**src/rtl/arb_pkg.sv**
```systemverilog
package arb_pkg;

  localparam int CLS_W      = 3;
  localparam int NPIPE      = 2;
  localparam int RESV_DEPTH = 2;

  typedef enum logic [CLS_W-1:0] {
    CLS_ALU  = 3'd0,
    CLS_LS1  = 3'd1,
    CLS_LS2  = 3'd2,
    CLS_MUL1 = 3'd3,
    CLS_MUL2 = 3'd4,
    CLS_MUL3 = 3'd5,
    CLS_BR   = 3'd6,
    CLS_CALL = 3'd7
  } cls_e;

  // one cycle of held resources
  typedef struct packed {
    logic lock;  // no issue at all this cycle
    logic p1;
    logic p0;
    logic ls;
  } resv_t;

  // resource demand of one candidate
  typedef struct packed {
    logic  solo;   // first micro-op of a multi-micro-op class
    logic  both;   // needs both pipes
    logic  pin0;   // needs pipe 0 only
    logic  anyp;   // needs one pipe, either one
    logic  ls;     // load/store slot
    logic  br;     // branch slot
    resv_t fut1;   // holds on the next cycle
    resv_t fut2;   // holds two cycles later
  } need_t;

endpackage

```
**src/rtl/iss_need_dec.sv**
```systemverilog
module iss_need_dec
  import arb_pkg::*;
(
  input  logic [CLS_W-1:0] cls,
  output need_t            need
);

  always_comb begin
    need = '0;
    unique case (cls_e'(cls))
      CLS_ALU:  need.anyp = 1'b1;
      CLS_LS1: begin
        need.anyp = 1'b1;
        need.ls   = 1'b1;
      end
      CLS_LS2: begin
        need.both    = 1'b1;
        need.solo    = 1'b1;
        need.ls      = 1'b1;
        need.fut1.p0 = 1'b1;
        need.fut1.ls = 1'b1;
      end
      CLS_MUL1: need.pin0 = 1'b1;
      CLS_MUL2: begin
        need.both    = 1'b1;
        need.solo    = 1'b1;
        need.fut1.p0 = 1'b1;
      end
      CLS_MUL3: begin
        need.both      = 1'b1;
        need.solo      = 1'b1;
        need.fut1.lock = 1'b1;
        need.fut1.p0   = 1'b1;
        need.fut1.p1   = 1'b1;
        need.fut2.p0   = 1'b1;
      end
      CLS_BR: begin
        need.anyp = 1'b1;
        need.br   = 1'b1;
      end
      CLS_CALL: need.br = 1'b1;
      default:  need = '0;
    endcase
  end

endmodule

```
**src/rtl/iss_resv_trk.sv**
```systemverilog
module iss_resv_trk
  import arb_pkg::*;
#(
  parameter int DEPTH = RESV_DEPTH
)(
  input  logic                    clk,
  input  logic                    rst_n,
  input  logic                    load,
  input  resv_t [DEPTH-1:0]       fut,   // fut[0] is the next cycle
  output resv_t                   cur
);

  resv_t [DEPTH-1:0] st_q;
  resv_t [DEPTH-1:0] st_d;
  resv_t [DEPTH-1:0] shin;
  logic              st_en;

  for (genvar i = 0; i < DEPTH; i++) begin : g_stg
    if (i == DEPTH-1) begin : g_last
      assign shin[i] = '0;
    end else begin : g_mid
      assign shin[i] = st_q[i+1];
    end
    assign st_d[i] = shin[i] | (load ? fut[i] : resv_t'('0));
  end

  // idle when nothing is pending and nothing new arrives
  assign st_en = load | (|st_q);

  always_ff @(posedge clk or negedge rst_n) begin
    if (!rst_n) begin
      st_q <= '0;
    end else if (st_en) begin
      st_q <= st_d;
    end
  end

  assign cur = st_q[0];

  AST_LOCK_HAS_PIPES: assert property (@(posedge clk) disable iff (!rst_n)
    cur.lock |-> (cur.p0 && cur.p1));

endmodule

```
**src/rtl/iss_pick.sv**
```systemverilog
module iss_pick
  import arb_pkg::*;
(
  input  resv_t             held,
  input  logic              o_v,
  input  need_t             n_o,
  input  logic              y_v,
  input  need_t             n_y,
  output logic              o_iss,
  output logic              y_iss,
  output logic [NPIPE-1:0]  o_pm,
  output logic [NPIPE-1:0]  y_pm
);

  logic p0f, p1f, lsf;
  logic o_room, o_side;
  logic [NPIPE-1:0] o_raw, y_raw;
  logic r0, r1, lsr, brr, y_room;

  always_comb begin
    p0f = ~held.p0 & ~held.lock;
    p1f = ~held.p1 & ~held.lock;
    lsf = ~held.ls;

    // older candidate
    if (n_o.both)      o_room = p0f & p1f;
    else if (n_o.pin0) o_room = p0f;
    else if (n_o.anyp) o_room = p0f | p1f;
    else               o_room = ~held.lock;
    o_iss = o_v & o_room & (~n_o.ls | lsf);

    // step aside to pipe 1 for a younger pipe-0-only multiply
    o_side = y_v & n_y.pin0 & p1f;
    if (n_o.both)      o_raw = 2'b11;
    else if (n_o.pin0) o_raw = 2'b01;
    else if (n_o.anyp) o_raw = (p0f & ~o_side) ? 2'b01 : 2'b10;
    else               o_raw = 2'b00;
    o_pm = o_iss ? o_raw : 2'b00;

    // what is left for the younger
    r0  = p0f & ~o_pm[0];
    r1  = p1f & ~o_pm[1];
    lsr = lsf & ~(o_iss & n_o.ls);
    brr = ~(o_iss & n_o.br);

    if (n_y.both)      y_room = r0 & r1;
    else if (n_y.pin0) y_room = r0;
    else if (n_y.anyp) y_room = r0 | r1;
    else               y_room = 1'b1;
    y_iss = o_iss & ~n_o.solo & ~n_y.solo & y_v & y_room
          & (~n_y.ls | lsr) & (~n_y.br | brr);

    if (n_y.both)      y_raw = 2'b11;
    else if (n_y.pin0) y_raw = 2'b01;
    else if (n_y.anyp) y_raw = r0 ? 2'b01 : 2'b10;
    else               y_raw = 2'b00;
    y_pm = y_iss ? y_raw : 2'b00;
  end

endmodule

```
**src/rtl/dual_issue_arb.sv**
```systemverilog
module dual_issue_arb
  import arb_pkg::*;
(
  input  logic             clk,
  input  logic             rst_n,
  input  logic             old_vld,
  input  logic [2:0]       old_cls,
  input  logic             yng_vld,
  input  logic [2:0]       yng_cls,
  output logic [1:0]       issue_cnt,
  output logic [1:0]       old_pipe,
  output logic [1:0]       yng_pipe,
  output logic [1:0]       held_mask,
  output logic             old_stall
);

  localparam int NSLOT = 2;

  logic  [CLS_W-1:0] cls_in [NSLOT];
  need_t             need   [NSLOT];
  resv_t             held;
  resv_t [RESV_DEPTH-1:0] fut;
  logic              o_iss, y_iss;

  assign cls_in[0] = old_cls;
  assign cls_in[1] = yng_cls;

  for (genvar s = 0; s < NSLOT; s++) begin : g_dec
    iss_need_dec u_dec (
      .cls  (cls_in[s]),
      .need (need[s])
    );
  end

  iss_pick u_pick (
    .held  (held),
    .o_v   (old_vld),
    .n_o   (need[0]),
    .y_v   (yng_vld),
    .n_y   (need[1]),
    .o_iss (o_iss),
    .y_iss (y_iss),
    .o_pm  (old_pipe),
    .y_pm  (yng_pipe)
  );

  assign fut[0] = need[0].fut1;
  assign fut[1] = need[0].fut2;

  iss_resv_trk #(.DEPTH(RESV_DEPTH)) u_trk (
    .clk   (clk),
    .rst_n (rst_n),
    .load  (o_iss),
    .fut   (fut),
    .cur   (held)
  );

  assign issue_cnt = {1'b0, o_iss} + {1'b0, y_iss};
  assign held_mask = {held.p1, held.p0};
  assign old_stall = old_vld & ~o_iss;

  AST_IN_ORDER: assert property (@(posedge clk) disable iff (!rst_n)
    old_stall |-> (issue_cnt == 2'd0));
  AST_PIPE_DISJOINT: assert property (@(posedge clk) disable iff (!rst_n)
    ((old_pipe & yng_pipe) == 2'b00) && (((old_pipe | yng_pipe) & held_mask) == 2'b00));
  AST_SOLO_FIRST: assert property (@(posedge clk) disable iff (!rst_n)
    (old_vld && !old_stall && (old_cls == 3'd2 || old_cls == 3'd4 || old_cls == 3'd5))
      |-> (issue_cnt == 2'd1 && old_pipe == 2'b11));
  AST_MUL2_TAIL: assert property (@(posedge clk) disable iff (!rst_n)
    (old_vld && !old_stall && old_cls == 3'd4) |=> (held_mask == 2'b01));
  AST_MUL3_LOCK: assert property (@(posedge clk) disable iff (!rst_n)
    (old_vld && !old_stall && old_cls == 3'd5) |=> (issue_cnt == 2'd0 && held_mask == 2'b11));
  AST_CALL_NOPIPE: assert property (@(posedge clk) disable iff (!rst_n)
    (old_vld && !old_stall && old_cls == 3'd7) |-> (old_pipe == 2'b00));
  AST_MUL1_PIPE0: assert property (@(posedge clk) disable iff (!rst_n)
    (old_vld && !old_stall && old_cls == 3'd3) |-> (old_pipe == 2'b01));

endmodule

```
**config.mk**
```make
export PLATFORM = sky130hd
export DESIGN_NAME = dual_issue_arb
export DESIGN_NICKNAME = d
export VERILOG_FILES = /design/src/rtl/arb_pkg.sv /design/src/rtl/iss_need_dec.sv /design/src/rtl/iss_resv_trk.sv /design/src/rtl/iss_pick.sv /design/src/rtl/dual_issue_arb.sv
export SDC_FILE = /design/constraint.sdc
export NUM_CORES = 1
export LEC_CHECK = 0
export CORE_MARGIN = 10
export CORE_UTILIZATION = 35
export DETAILED_ROUTE_END_ITERATION = 16
export PLACE_DENSITY = 0.66
export SLEW_MARGIN = 20
export SYNTH_ARGS = -nofsm -noshare
export SYNTH_HDL_FRONTEND = slang
export SYNTH_SLANG_ARGS = --single-unit
```
**constraint.sdc**
```tcl
create_clock -name clk -period 7.5 [get_ports clk]
set_input_delay 2.25 -clock clk [delete_from_list [all_inputs] [get_ports clk]]
set_output_delay 2.25 -clock clk [all_outputs]
set_load 0.01 [all_outputs]
```
==> results of run 1 <==
kinds of logic after synthesis:
kind of cell / after synthesis / share of synthesized area (%)
buf+inv: 10 / 12.6
compound gates: 18 / 29.3
simple gates: 32 / 36.9
fa+ha+maj: 1 / 2.52
xor+xnor: 2 / 3.54
flops: 3 / 15.2
metal layers:
layer  share of wire, %  wire, um  vias to the layer above
met2                 46       599                       19
met4               0.91        12                        0
met3                8.9       117                        2
met5                  0         0                        -
li1                   -         -                      273
met1                 44       583                      242
final timing paths:
path                                          startpoint                       end  slack [ps]  cells past startpoint
worst max-delay path                          old_cls[1]              issue_cnt[0]         280                      9
worst min register to register  u_trk.cur[2]$_DFFE_PN0P_  u_trk.cur[1]$_DFFE_PN0P_         530                      1
worst max register to register  u_trk.cur[1]$_DFFE_PN0P_  u_trk.cur[2]$_DFFE_PN0P_        6170                      4
min in group asynchronous                          rst_n  u_trk.cur[1]$_DFFE_PN0P_        2200                      1
worst min-delay path            u_trk.cur[2]$_DFFE_PN0P_  u_trk.cur[1]$_DFFE_PN0P_         530                      1
max in group asynchronous                          rst_n  u_trk.cur[2]$_DFFE_PN0P_        5160                      1
layout make-up:
class / instances / area, um2 / share of cell area (%)
Tap cell: 15 / 18.8 / 2.79
Clock buffer: 4 / 26.3 / 3.90
Inverter: 2 / 7.51 / 1.12
Sequential cell: 3 / 75.1 / 11.2
Multi-Input combinational cell: 53 / 358 / 53.2
Timing Repair Buffer: 19 / 188 / 27.9
power groups by stage:
stage / combinational [uW] / clock [uW] / sequential, uW
6_report: 36.7 / 28.2 / 17.8
5_1_grt: 40.4 / 30.6 / 17.9
4_1_cts: 36.9 / 29.5 / 17.8
3_5_place_dp: 36.7 / 0 / 18.0
3_3_place_gp: 36.4 / 0 / 18.0
2_1_floorplan: 24.1 / 0 / 17.8
metrics by stage:
step / worst slack (ps) / hold slack [ps] / power (uW)
3_3_place_gp: 330 / 528 / 54.4
5_1_grt: 115 / 568 / 88.9
6_report: 279 / 533 / 82.8
4_1_cts: 281 / 542 / 84.2
3_5_place_dp: 283 / 535 / 54.8
2_1_floorplan: 1590 / 496 / 41.9
synth_stat cells (all sizes together):
| cell type | n |
|---|---|
| o211ai | 1 |
| buf | 7 |
| a31oi | 4 |
| or2 | 1 |
| nand3 | 1 |
| nand2 | 6 |
| o41ai | 1 |
| a211oi | 1 |
| inv | 2 |
| a21o | 1 |
| nand3b | 3 |
| nor4b | 1 |
| o311ai | 3 |
| nand2b | 4 |
| nor2 | 5 |
| nand4b | 1 |
| o21bai | 1 |
| clkbuf | 1 |
| or3b | 1 |
| ha | 1 |
| a21oi | 4 |
| xnor2 | 2 |
| nor3 | 2 |
| o21ai | 2 |
| and2 | 1 |
| nor4 | 1 |
| and3 | 3 |
| nor2b | 2 |
| dfrtp | 3 |
==> results.md, run 1 <==
- Avg WL per Cell: 13.7 um
- Detailed Place HPWL: 1050 um
- Initial DRC Count: 17
- Clock Power Share: 34.1%
- Critical path's slowest cell: clkdlybuf4s50_1
- Gr ovfl total: 0
- # H-tree levels: 1
- Seq pwr share: 21.5%
- Most common cell after layout, fill and taps aside: clkdlybuf4s50_1
- CTS tree: yes
- Startpoint Class: primary input
- Largest net degree at the start of global routing: 12
- Root Driver: clkbuf_4
- Total CTS buffers: 3
- Post-route ant nets: 0
- Post-synthesis cell count: 66
- FILL cells: 128
- Most frequent cells in the layout: clkdlybuf4s50_1 (18), nand2_1 (6)
- Area contributors post-synth: dfrtp_1 (15%), o311ai_4 (5.3%), a31oi_1 (5.1%)
- Clock Latency Late Sink: 230 ps
- Share of cells above drive strength 1: 11.1%
- Number of flip-flops under the largest register name: 3
- Post-CTS sizing: 0
- Initial antenna violation count: 0
- Unique masters post-synth: 36
- Post-synth top area cell: dfrtp_1
- Die Span X: 57.6 um
- RSZ-0062 raised after global routing: false
- Total core area: 1320 um2
- Max clock buf depth: 2
- Clock slew at reported path FFs: 40 ps
- Vert. Die Dim: 57.6 um
- Internal cell power: 55.3 uW
- Bufs and invs on worst path: 2
- Crit-path max FO: 11
- Slew HR: 71.4%
- Pwr Density: 123 nW/um2
- Endpoints failing hold: 0
- CP arrival: 4970 ps
- First drt pass iteration count: 4
- First-pass GRT wire length: 2260 um
- Part of the cycle the worst path needs: 96.3%
- All-Layer GR Usage: 8.03%
- Fin nets: 93
- Initial Util: 37.6%
- Hold_buf cts: 0
- Fmax achieved: 138 MHz
- Worst ir drop on vdd: 59.0 uV
- I/O Pins: 19
- Met2 Usage GRT: 12.3%
- Critical path, cell by cell: clkdlybuf4s50_1 > xnor2_1 > o311ai_4 > nor2_2 > a31oi_1 > o21bai_1 > a31oi_1 > ha_1 > clkdlybuf4s50_1
- Met3 Usage GRT: 2.18%
- Grt met1 use: 10.0%
- Post-CTS setup buffers: 0
- Synth warn: 0
- Clock sink count: 3
- Gate power share: 44.4%
- Routability cong.: 0.856
- Cell area after layout: 673 um2
- # DRC: 0
- Placed Area: 647 um2
- Final TNS setup: 0 ps
- Port bufs: 18
- Busiest layer in global routing: met2
- Mean area per synthesized cell: 7.51 um2
- Final wirelength: 1310 um
- Critical path's top delay family: buffers and inverters
- Pleak: 0.000274 uW
- CP endpoint kind: output pin
- Synthesized Nets: 77
- Hold Path Class: reg2reg
- Sequential area share after synthesis: 15.2%
- Area Overhead vs Synth: 35.9%
- Sw Share: 33.2%
- Antenna diode instance count: 0
- Critical path class: in2out
- Outcome: finished, final reports clean
- Vias in the first global route: 515
- Row cnt: 13
- CP peak stage delay: 590 ps
- Vias post-DR: 536
- Setup Skew: 2.82 ps
- Drt via density: 5.58
- Slew Viols, Final: 0
- Setup violators final: 0
- Worst-margin pin slew: 427 ps
- NetSw: 27.5 uW
- Placed Instances: 92
- Final design utilization: 51.1%
- Post-Layout Cell Count: 96
- Mapped cell area: 495 um2
- Critical path required time: 5250 ps
- Fin crit period: 7220 ps
- Synthesized flop and latch total: 3
- Post-synth top area share: 15.2%
- Die ar.: 3320 um2
- Max Cap Viol: 0
Note: power is estimated with default switching activity, not from simulation.
==> inputs of run 2 (changes only) <==
--- a/config.mk
+++ b/config.mk
@@ -9,5 +9,5 @@
 export CORE_UTILIZATION = 35
 export DETAILED_ROUTE_END_ITERATION = 16
-export PLACE_DENSITY = 0.66
+export PLACE_DENSITY = 0.72
 export SLEW_MARGIN = 20
 export SYNTH_ARGS = -nofsm -noshare
==> constraint.sdc (replaced) <==
create_clock -name clk -period 7.5 [get_ports clk]
set_input_delay 1.125 -clock clk [delete_from_list [all_inputs] [get_ports clk]]
set_output_delay 1.125 -clock clk [all_outputs]
set_load 0.01 [all_outputs]
==> run 2 against run 1 <==
Against the previous run:
- clock skew is 1.8 ps lower
- clock-buffer cell count stayed put
- combinational power hardly changed
- die area stayed put
- sequential cell count stayed put
- largest power group unchanged
==> results.md, run 2 (synthesis results as in run 1) <==
- Worst-margin pin slew: 428 ps
- Worst Hold Depth: 1
- Fin nets: 92
- First drt pass iteration count: 4
- Initial DRC Count: 36
- Area Overhead vs Synth: 34.3%
- Critical path's slowest cell: clkdlybuf4s50_1
- Total CTS buffers: 3
- Worst r2r path cells: 4
- RSZ-0062 raised after global routing: false
- Vert. Die Dim: 57.6 um
- # DRC: 0
- Wl on met1: 533 um
- Setup violators final: 0
- Final TNS setup: 0 ps
- Total core area: 1320 um2
- CP endpoint kind: output pin
- Routability cong.: 0.819
- Critical path class: in2out
- Vias in the first global route: 533
- CP peak stage delay: 590 ps
- CTS tree: yes
- Root Driver: clkbuf_4
- Die Span X: 57.6 um
- Slew HR: 71.3%
- Post-CTS setup buffers: 0
- Clock sink count: 3
- Placed Area: 639 um2
- Top sig layer: met4
- Part of the cycle the worst path needs: 66.5%
- Fmax achieved: 201 MHz
- Met2 WL: 673 um
- Setup Skew: 0.981 ps
- Largest net degree at the start of global routing: 12
- Port bufs: 18
- Row cnt: 13
- Final design utilization: 50.5%
- Drt via density: 5.65
- Slew Viols, Final: 0
- Most frequent cells in the layout: clkdlybuf4s50_1 (18), nand2_1 (6)
- Post-CTS sizing: 0
- First-pass GRT wire length: 2270 um
- All-Layer GR Usage: 8.50%
- Pwr Density: 125 nW/um2
- Avg WL per Cell: 14.4 um
- CP arrival: 3860 ps
- Detailed Place HPWL: 1090 um
- Most common cell after layout, fill and taps aside: clkdlybuf4s50_1
- Hold_buf cts: 0
- Endpoints failing hold: 0
- Clock Latency Late Sink: 240 ps
- Share of cells above drive strength 1: 10.0%
- Wire length on met3: 119 um
- Number of flip-flops under the largest register name: 3
- Vias post-DR: 537
- Initial Util: 37.6%
- Clock slew at reported path FFs: 40 ps
- Die ar.: 3320 um2
- Critical path, cell by cell: clkdlybuf4s50_1 > xnor2_1 > o311ai_4 > nor2_2 > a31oi_1 > o21bai_1 > a31oi_1 > ha_1 > clkdlybuf4s50_1
- Startpoint Class: primary input
- Cell area after layout: 666 um2
- Outcome: finished, final reports clean
- Post-route ant nets: 0
- Gr ovfl total: 0
- Crit-path max FO: 11
- Final wirelength: 1370 um
- Initial antenna violation count: 0
- I/O Pins: 19
- Max clock buf depth: 2
- Critical path required time: 6380 ps
- Hold Path Class: reg2reg
- Worst ir drop on vdd: 64.0 uV
- Fin crit period: 4990 ps
- # H-tree levels: 1
- Pleak: 0.000269 uW
- Antenna diode instance count: 0
- Max Cap Viol: 0
- Power Total: 83.5 uW
## run 2: changes by cell type in the layout (fill, tap and decap cells not counted), sizes merged
cell,delta
buf,-1
## run 2: critical path: cells and delay by family
family,cells,cell delay [ps]
xor gates and xnor gates,1,380
and+or+nand+nor,1,350
adders and majority gates,1,280
buffers and inverters,2,1120
AOI/OAI and AO/OA,4,590
## run 2: final cells by class
| class | instances | area (um2) |
|---|---|---|
| Fill cell | 126 | 652 |
| Clock buffer | 4 | 26.3 |
| Tap cell | 15 | 18.8 |
| Inverter | 2 | 7.51 |
| Sequential cell | 3 | 75.1 |
| Timing Repair Buffer | 18 | 180 |
| Multi-Input combinational cell | 53 | 358 |
## run 2: worst paths after layout
kind / startpoint / endpoint / slack, ps
min in group asynchronous: rst_n / u_trk.cur[2]$_DFFE_PN0P_ / 1080
setup reg to reg: u_trk.cur[1]$_DFFE_PN0P_ / u_trk.cur[2]$_DFFE_PN0P_ / 6200
hold reg to reg: u_trk.cur[2]$_DFFE_PN0P_ / u_trk.cur[1]$_DFFE_PN0P_ / 570
hold / removal: u_trk.cur[2]$_DFFE_PN0P_ / u_trk.cur[1]$_DFFE_PN0P_ / 570
max in group asynchronous: rst_n / u_trk.cur[0]$_DFFE_PN0P_ / 6270
setup / recovery: old_cls[1] / issue_cnt[0] / 2510
## run 2: routing by layer
metal,vias up,global-route usage [%]
met5,-,0
met4,0,7.05
met3,4,2.18
met2,27,13.3
met1,240,9.36
li1,266,-
## run 2: where the power goes
group,internal (uW),leakage [uW],switching [uW]
logic,18.0,0.000213,18.4
registers,17.0,0.0000407,0.857
clock network,20.0,0.0000150,9.24
total,55.0,0.000269,28.5
## run 2: stage by stage
| step | std cells | hold slack (ps) | worst slack [ps] |
|---|---|---|---|
| 2_1_floorplan | 66 | 496 | 3840 |
| 3_3_place_gp | 91 | 568 | 2610 |
| 3_5_place_dp | 91 | 546 | 2510 |
| 4_1_cts | 95 | 553 | 2510 |
| 5_1_grt | 95 | 597 | 2320 |
| 6_report | 95 | 571 | 2510 |
